File: src/rtl/insn_dec_pkg.sv
package insn_dec_pkg;
    localparam int WORD_W = 16;
    localparam int CODE_W = 8;
    localparam int REG_W  = 4;
    localparam int IMM_W  = 8;
    localparam int OFF_W  = 10;
    localparam int DISP_W = 16;
    localparam int LEN_W  = 3;
    localparam int NCLS   = 7;
    localparam int COND_W = 4;
    localparam int NCOND  = 10;   // defined branch conditions 0..NCOND-1

    localparam int CLS_ALU = 0;
    localparam int CLS_LD  = 1;
    localparam int CLS_ST  = 2;
    localparam int CLS_BR  = 3;
    localparam int CLS_CALL = 4;
    localparam int CLS_RET = 5;
    localparam int CLS_TRAP = 6;

    localparam logic [LEN_W-1:0] LEN_SHORT = 3'd2;
    localparam logic [LEN_W-1:0] LEN_LONG  = 3'd6;

    typedef enum logic [1:0] {
        FMT_NONE  = 2'd0,
        FMT_ONE   = 2'd1,
        FMT_TWO   = 2'd2,
        FMT_THREE = 2'd3
    } fmt_e;

    typedef struct packed {
        logic                vld;
        fmt_e                fmt;
        logic [CODE_W-1:0]   op;
        logic [REG_W-1:0]    ra;
        logic [REG_W-1:0]    rb;
        logic [IMM_W-1:0]    imm;
        logic [DISP_W-1:0]   disp;
        logic [LEN_W-1:0]    len;
        logic                ill;
        logic [NCLS-1:0]     cls;
    } dec_t;
endpackage

File: src/rtl/insn_f1_table.sv
module insn_f1_table
    import insn_dec_pkg::*;
(
    input  logic [CODE_W-1:0] code_i,
    output logic              legal_o,
    output logic              long_o,
    output logic [NCLS-1:0]   cls_o
);
    always_comb begin
        legal_o = 1'b1;
        long_o  = 1'b0;
        cls_o   = '0;
        case (code_i) inside
            8'h00, 8'h02, 8'h05, 8'h0e, [8'h26:8'h2f], [8'h31:8'h34]:
                cls_o[CLS_ALU] = 1'b1;
            8'h01, 8'h1b, 8'h20: begin
                cls_o[CLS_ALU] = 1'b1;
                long_o         = 1'b1;
            end
            8'h07, 8'h0a, 8'h1c, 8'h21:
                cls_o[CLS_LD] = 1'b1;
            8'h08, 8'h0c, 8'h1d, 8'h22, 8'h36, 8'h38: begin
                cls_o[CLS_LD] = 1'b1;
                long_o        = 1'b1;
            end
            8'h06, 8'h0b, 8'h1e, 8'h23:
                cls_o[CLS_ST] = 1'b1;
            8'h09, 8'h0d, 8'h1f, 8'h24, 8'h37, 8'h39: begin
                cls_o[CLS_ST] = 1'b1;
                long_o        = 1'b1;
            end
            8'h25: cls_o[CLS_BR] = 1'b1;
            8'h1a: begin
                cls_o[CLS_BR] = 1'b1;
                long_o        = 1'b1;
            end
            8'h19: cls_o[CLS_CALL] = 1'b1;
            8'h03: begin
                cls_o[CLS_CALL] = 1'b1;
                long_o          = 1'b1;
            end
            8'h04: cls_o[CLS_RET] = 1'b1;
            8'h35: cls_o[CLS_TRAP] = 1'b1;
            8'h30: begin
                cls_o[CLS_TRAP] = 1'b1;
                long_o          = 1'b1;
            end
            default: legal_o = 1'b0;
        endcase
    end

    // a literal-carrying code is always a defined one
    always_comb begin
        p_long_legal_r5: assert (!long_o || legal_o);
    end
endmodule

File: src/rtl/insn_field_split.sv
module insn_field_split
    import insn_dec_pkg::*;
(
    input  logic [WORD_W-1:0] word_i,
    output fmt_e              fmt_o,
    output logic [CODE_W-1:0] op_o,
    output logic [REG_W-1:0]  ra_o,
    output logic [REG_W-1:0]  rb_o,
    output logic [IMM_W-1:0]  imm_o,
    output logic [DISP_W-1:0] disp_o,
    output logic              cond_bad_o
);
    localparam int EXT_W = DISP_W - OFF_W - 1;

    logic [COND_W-1:0] cond;

    always_comb begin
        op_o   = '0;
        ra_o   = '0;
        rb_o   = '0;
        imm_o  = '0;
        disp_o = '0;
        cond   = word_i[13:10];
        cond_bad_o = 1'b0;
        if (!word_i[15]) begin
            fmt_o = FMT_ONE;
            op_o  = word_i[15:8];
            ra_o  = word_i[7:4];
            rb_o  = word_i[3:0];
        end else if (!word_i[14]) begin
            fmt_o = FMT_TWO;
            op_o  = {{(CODE_W-2){1'b0}}, word_i[13:12]};
            ra_o  = word_i[11:8];
            imm_o = word_i[7:0];
        end else begin
            fmt_o      = FMT_THREE;
            op_o       = {{(CODE_W-COND_W){1'b0}}, cond};
            disp_o     = {{EXT_W{word_i[OFF_W-1]}}, word_i[OFF_W-1:0], 1'b0};
            cond_bad_o = (int'(cond) >= NCOND);
        end
    end
endmodule

File: src/rtl/insn_fmt_decoder.sv
module insn_fmt_decoder
    import insn_dec_pkg::*;
#(
    parameter bit REG_OUT = 1'b1
) (
    input  logic              clk,
    input  logic              rst_n,
    input  logic              in_valid,
    input  logic [15:0]       in_word,
    output logic              out_valid,
    output logic [1:0]        out_fmt,
    output logic [7:0]        out_op,
    output logic [3:0]        out_ra,
    output logic [3:0]        out_rb,
    output logic [7:0]        out_imm,
    output logic [15:0]       out_disp,
    output logic [2:0]        out_len,
    output logic              out_illegal,
    output logic [6:0]        out_class
);
    fmt_e              fmt_w;
    logic [CODE_W-1:0] op_w;
    logic [REG_W-1:0]  ra_w, rb_w;
    logic [IMM_W-1:0]  imm_w;
    logic [DISP_W-1:0] disp_w;
    logic              cond_bad_w;
    logic              f1_legal, f1_long;
    logic [NCLS-1:0]   f1_cls;

    dec_t dec_d, dec_q;

    insn_field_split u_split (
        .word_i     (in_word),
        .fmt_o      (fmt_w),
        .op_o       (op_w),
        .ra_o       (ra_w),
        .rb_o       (rb_w),
        .imm_o      (imm_w),
        .disp_o     (disp_w),
        .cond_bad_o (cond_bad_w)
    );

    insn_f1_table u_f1 (
        .code_i  (in_word[15:8]),
        .legal_o (f1_legal),
        .long_o  (f1_long),
        .cls_o   (f1_cls)
    );

    always_comb begin
        dec_d      = '0;
        dec_d.vld  = in_valid;
        dec_d.fmt  = fmt_w;
        dec_d.op   = op_w;
        dec_d.ra   = ra_w;
        dec_d.rb   = rb_w;
        dec_d.imm  = imm_w;
        dec_d.disp = disp_w;
        dec_d.len  = (fmt_w == FMT_ONE && f1_long) ? LEN_LONG : LEN_SHORT;
        unique case (fmt_w)
            FMT_ONE:   dec_d.ill = in_valid && !f1_legal;
            FMT_THREE: dec_d.ill = in_valid && cond_bad_w;
            default:   dec_d.ill = 1'b0;
        endcase
        if (in_valid && !dec_d.ill) begin
            unique case (fmt_w)
                FMT_ONE:   dec_d.cls = f1_cls;
                FMT_THREE: dec_d.cls[CLS_BR] = 1'b1;
                default:   dec_d.cls[CLS_ALU] = 1'b1;
            endcase
        end
    end

    generate
        if (REG_OUT) begin : g_reg
            always_ff @(posedge clk or negedge rst_n) begin
                if (!rst_n) dec_q <= '0;
                else        dec_q <= dec_d;
            end

            // qualifier is delayed by exactly one clock
            p_lat_set_r10: assert property (@(posedge clk) disable iff (!rst_n)
                in_valid |=> out_valid);
            p_lat_clr_r10: assert property (@(posedge clk) disable iff (!rst_n)
                !in_valid |=> !out_valid);
        end else begin : g_comb
            assign dec_q = dec_d;
        end
    endgenerate

    assign out_valid   = dec_q.vld;
    assign out_fmt     = dec_q.fmt;
    assign out_op      = dec_q.op;
    assign out_ra      = dec_q.ra;
    assign out_rb      = dec_q.rb;
    assign out_imm     = dec_q.imm;
    assign out_disp    = dec_q.disp;
    assign out_len     = dec_q.len;
    assign out_illegal = dec_q.ill;
    assign out_class   = dec_q.cls;

    p_excl_r9: assert property (@(posedge clk) disable iff (!rst_n)
        out_illegal |-> (out_class == '0));
    p_idle_r9: assert property (@(posedge clk) disable iff (!rst_n)
        !out_valid |-> (out_class == '0 && !out_illegal));
    p_onehot_r8: assert property (@(posedge clk) disable iff (!rst_n)
        (out_valid && !out_illegal) |-> ($countones(out_class) == 1));
    p_len_r5: assert property (@(posedge clk) disable iff (!rst_n)
        out_valid |-> (out_len == LEN_SHORT || out_len == LEN_LONG));
    p_cond_r7: assert property (@(posedge clk) disable iff (!rst_n)
        (out_valid && out_fmt == FMT_THREE && out_op >= NCOND) |-> out_illegal);
    p_swi_r11: assert property (@(posedge clk) disable iff (!rst_n)
        (out_valid && out_fmt == FMT_ONE && out_op == 8'h30)
            |-> (out_len == LEN_LONG && out_class[CLS_TRAP]));
endmodule

File: config.mk
export PLATFORM = sky130hd
export DESIGN_NAME = insn_fmt_decoder
export DESIGN_NICKNAME = d
export VERILOG_FILES = /design/src/rtl/insn_dec_pkg.sv /design/src/rtl/insn_f1_table.sv /design/src/rtl/insn_field_split.sv /design/src/rtl/insn_fmt_decoder.sv
export SDC_FILE = /design/constraint.sdc
export NUM_CORES = 1
export LEC_CHECK = 0
export CAP_MARGIN = 0
export CORE_MARGIN = 2
export CORE_UTILIZATION = 25
export DETAILED_ROUTE_END_ITERATION = 6
export DONT_BUFFER_PORTS = 1
export PLACE_DENSITY_LB_ADDON = 0.2
export SLEW_MARGIN = 20
export SYNTH_ARGS = -nofsm -noshare
export SYNTH_HDL_FRONTEND = slang
export SYNTH_HIERARCHICAL = 1
export SYNTH_SLANG_ARGS = --single-unit
export TNS_END_PERCENT = 10
File: constraint.sdc
create_clock -name clk -period 0.8 [get_ports clk]
set_input_delay 0.16 -clock clk [delete_from_list [all_inputs] [get_ports clk]]
set_output_delay 0.16 -clock clk [all_outputs]
set_load 0.01 [all_outputs]
==> qor.csv <==
metric,value,unit
status,finished with violations,
failing checks,"hold timing, setup timing",
"Seq/Total Area, Yosys",53.2,%
CP Capture Type,flop,
max-slew violations,0,
Synth Area in Simple Gates,24.3,%
ant diodes,0,
# DRC,0,
CP Max Fanout,22,
CP Class,in -> reg,
Async SR Flop Fraction,100,%
number of global-route vias before repair,1738,
Synth Instances,226,
antenna-violating nets left,0,
Final setup viols,62,
total power,4.88,mW
minimum clock period after layout,1660,ps
CTS tree,built,
post-DP HPWL,3.85,mm
WL/cell,17.0,µm
CTS sink cnt,53,
Hold Slack,-460,ps
RSZ-0062 raised after global routing,true,
first-pass GRT wire length,10.0,mm
Vert. Die Dim,104,µm
core footprint,9730,µm²
Adder-Cell Fraction of Synth Area,0,%
Routed WL,6.45,mm
complex-gate fraction of the synthesized area,10.6,%
Post-synth EDFFs,0,
vias per cell,4.66,
Seq pwr share,59.6,%
Final Cycle Share,207,%
Synth Area in XOR/XNOR,0.653,%
Die ar.,10800,µm²
Ys Warns,6,
multiplexer share of the synthesized area,0.803,%
Clk pwr share,30.6,%
"IR drop worst, VDD",0.658,mV
gr usage total,11.7,%
GPL Wtd Cong,0.809,
WP data required,1000,ps
LEAKAGE,1.33,nW
#FFs+latches synth,53,
Die Wd,104,µm
initial drt markers,171,
Syn Std Cell Area,2490,µm²
pin slew with the least headroom to its limit,640,ps
TritonCTS Buffers,5,
starting density of the core,25.6,%
Logic pwr share,9.8,%
Power Internal,3.69,mW
clk slew on worst S/H paths,90,ps
main combinational cell family by area after synthesis,simple AND/OR/NAND/NOR gates,
Hold Fails Final Rpt,53,
main flop type after synthesis,dfrtp_1,
Net Sw Frac,24.4,%
net switching power,1.19,mW
slowest CP cell,or4_1,
max incr delay on CP,460,ps
Layout area overhead,17.5,%
Nets,264,
# IOs,73,
I/O Buffers,0,
Pre-antenna DRT Iters,4,
via count,1767,
Root Buffer,clkbuf_8,
H-tree depth,2,
clock buffer depth,2,
"Cell Chain, Critical Path",nor3b_2 > a21oi_2 > nor4_2 > or4_1 > or4_4 > and4b_2 > and2_1,
Slew HR,57.3,%
Overflow after GRT,0,
CP Launch Type,input port,
largest net degree at the start of global routing,54,
share of layout cells above drive strength 1,19.9,%
# rows,36,
initial antenna violation count,0,
Yosys cell types,52,
fmax,0.604,GHz
Cell Pwr Density,1670,nW/µm²
Mapped Avg Cell Area,11.0,µm²
HP Class,in -> async,
max capacitance violation total,0,
WP data arrival,1860,ps
fin util,30.1,%
PnR worst setup slack,-857,ps
-- routing by layer --
metal	vias up	wire, µm	share of wire [%]	global-route usage [%]
met3	6	457	7.1	3.46
li1	800	-	-	-
met4	0	57	0.88	2.61
met2	67	3140	49	20.0
met1	894	2800	43	14.6
met5	-	0	0	0
-- synth_stat cells (3+ instances only) --
master | n | area share (%)
nand3b_1 | 3 | 0.90
a21oi_1 | 7 | 1.4
nor2b_1 | 12 | 3.0
nand2_1 | 8 | 1.2
a22o_1 | 5 | 1.8
nor2_1 | 15 | 2.3
buf_4 | 13 | 3.9
and3_1 | 12 | 3.0
a31oi_1 | 5 | 1.3
nand3_1 | 6 | 1.2
dfrtp_1 | 53 | 53
o21ai_0 | 3 | 0.60
nand2b_1 | 3 | 0.75
buf_6 | 10 | 4.5
or3_1 | 3 | 0.75
and2_1 | 13 | 3.3
conb_1 | 3 | 0.45
inv_1 | 4 | 0.60
or4_1 | 3 | 0.90
-- power groups by stage --
stage | registers, mW | logic [mW] | clock network [mW]
CTS | 2.91 | 0.459 | 1.58
detailed placement | 2.97 | 0.337 | 0
floorplan | 2.94 | 0.418 | 0
global placement | 2.97 | 0.335 | 0
finish | 2.91 | 0.479 | 1.49
global route | 2.92 | 0.525 | 1.69
-- through the flow --
stage	hold slack (ps)	area, µm²	setup WS, ps	setup TNS (ps)	instances
after floorplan	-136	2500	-1230	-10350	227
after global placement	-135	2570	-1220	-10190	351
after detailed placement	-134	2570	-1220	-10160	351
after CTS	-474	2890	-842	-14740	377
after global routing	-486	2930	-922	-12750	379
final	-460	2930	-857	-10570	379
-- cells by family after synthesis --
group	Yosys count
multiplexers	2
buffers and inverters	32
XOR/XNOR	1
AO/OA/AOI/OAI	37
flip-flops	53
AND/OR/NAND/NOR	98
other	3
-- worst max-delay path by stage --
stage           startpoint           end  cells past startpoint
2_1_floorplan  in_word[10]  out_class[1]                      8
3_3_place_gp   in_word[12]  out_class[6]                      7
3_5_place_dp   in_word[10]  out_class[6]                      8
4_1_cts        in_word[10]  out_class[6]                      7
5_1_grt        in_word[12]  out_class[4]                      7
6_report        in_word[9]  out_class[5]                      7
-- sequential cells by signal, indices dropped and copies added, names as in the netlist, 2 cells and up --
register,flops
out_class,7
out_disp,16
out_fmt,2
out_imm,8
out_len,2
out_op,8
out_ra,4
out_rb,4
-- layout make-up --
cell class | instances | area, µm²
clock buffer | 5 | 68.8
clock inverter | 3 | 21.3
fill | 1032 | 6800
inverter | 6 | 26.3
multi-input combinational | 142 | 982
sequential | 53 | 1330
tap | 133 | 166
timing repair buffer | 37 | 338
-- critical path, delay by kind of cell --
family / cells / cell delay (ps)
AOI/OAI and AO/OA: 1 / 140
and+or+nand+nor: 6 / 1550
-- placed cells by master, fill, tap and decap left out, types with 6 or more instances in the layout --
| cell type | n |
|---|---|
| nand3_1 | 6 |
| nand2_1 | 8 |
| nor2b_1 | 12 |
| nor2_1 | 14 |
| and3_1 | 12 |
| and2_1 | 13 |
| dlygate4sd3_1 | 18 |
| buf_4 | 16 |
| dfrtp_1 | 53 |
-- repair_timing --
action                                  CTS  global route
pin swaps                                 8             4
cloned                                    0             0
buffers inserted                          1             0
hold buffers                             18             3
endpoints found under the hold margin    80            56
resized for setup                        12             7
endpoints found under the setup margin   62            78
Note: power is estimated with default switching activity, not from simulation.
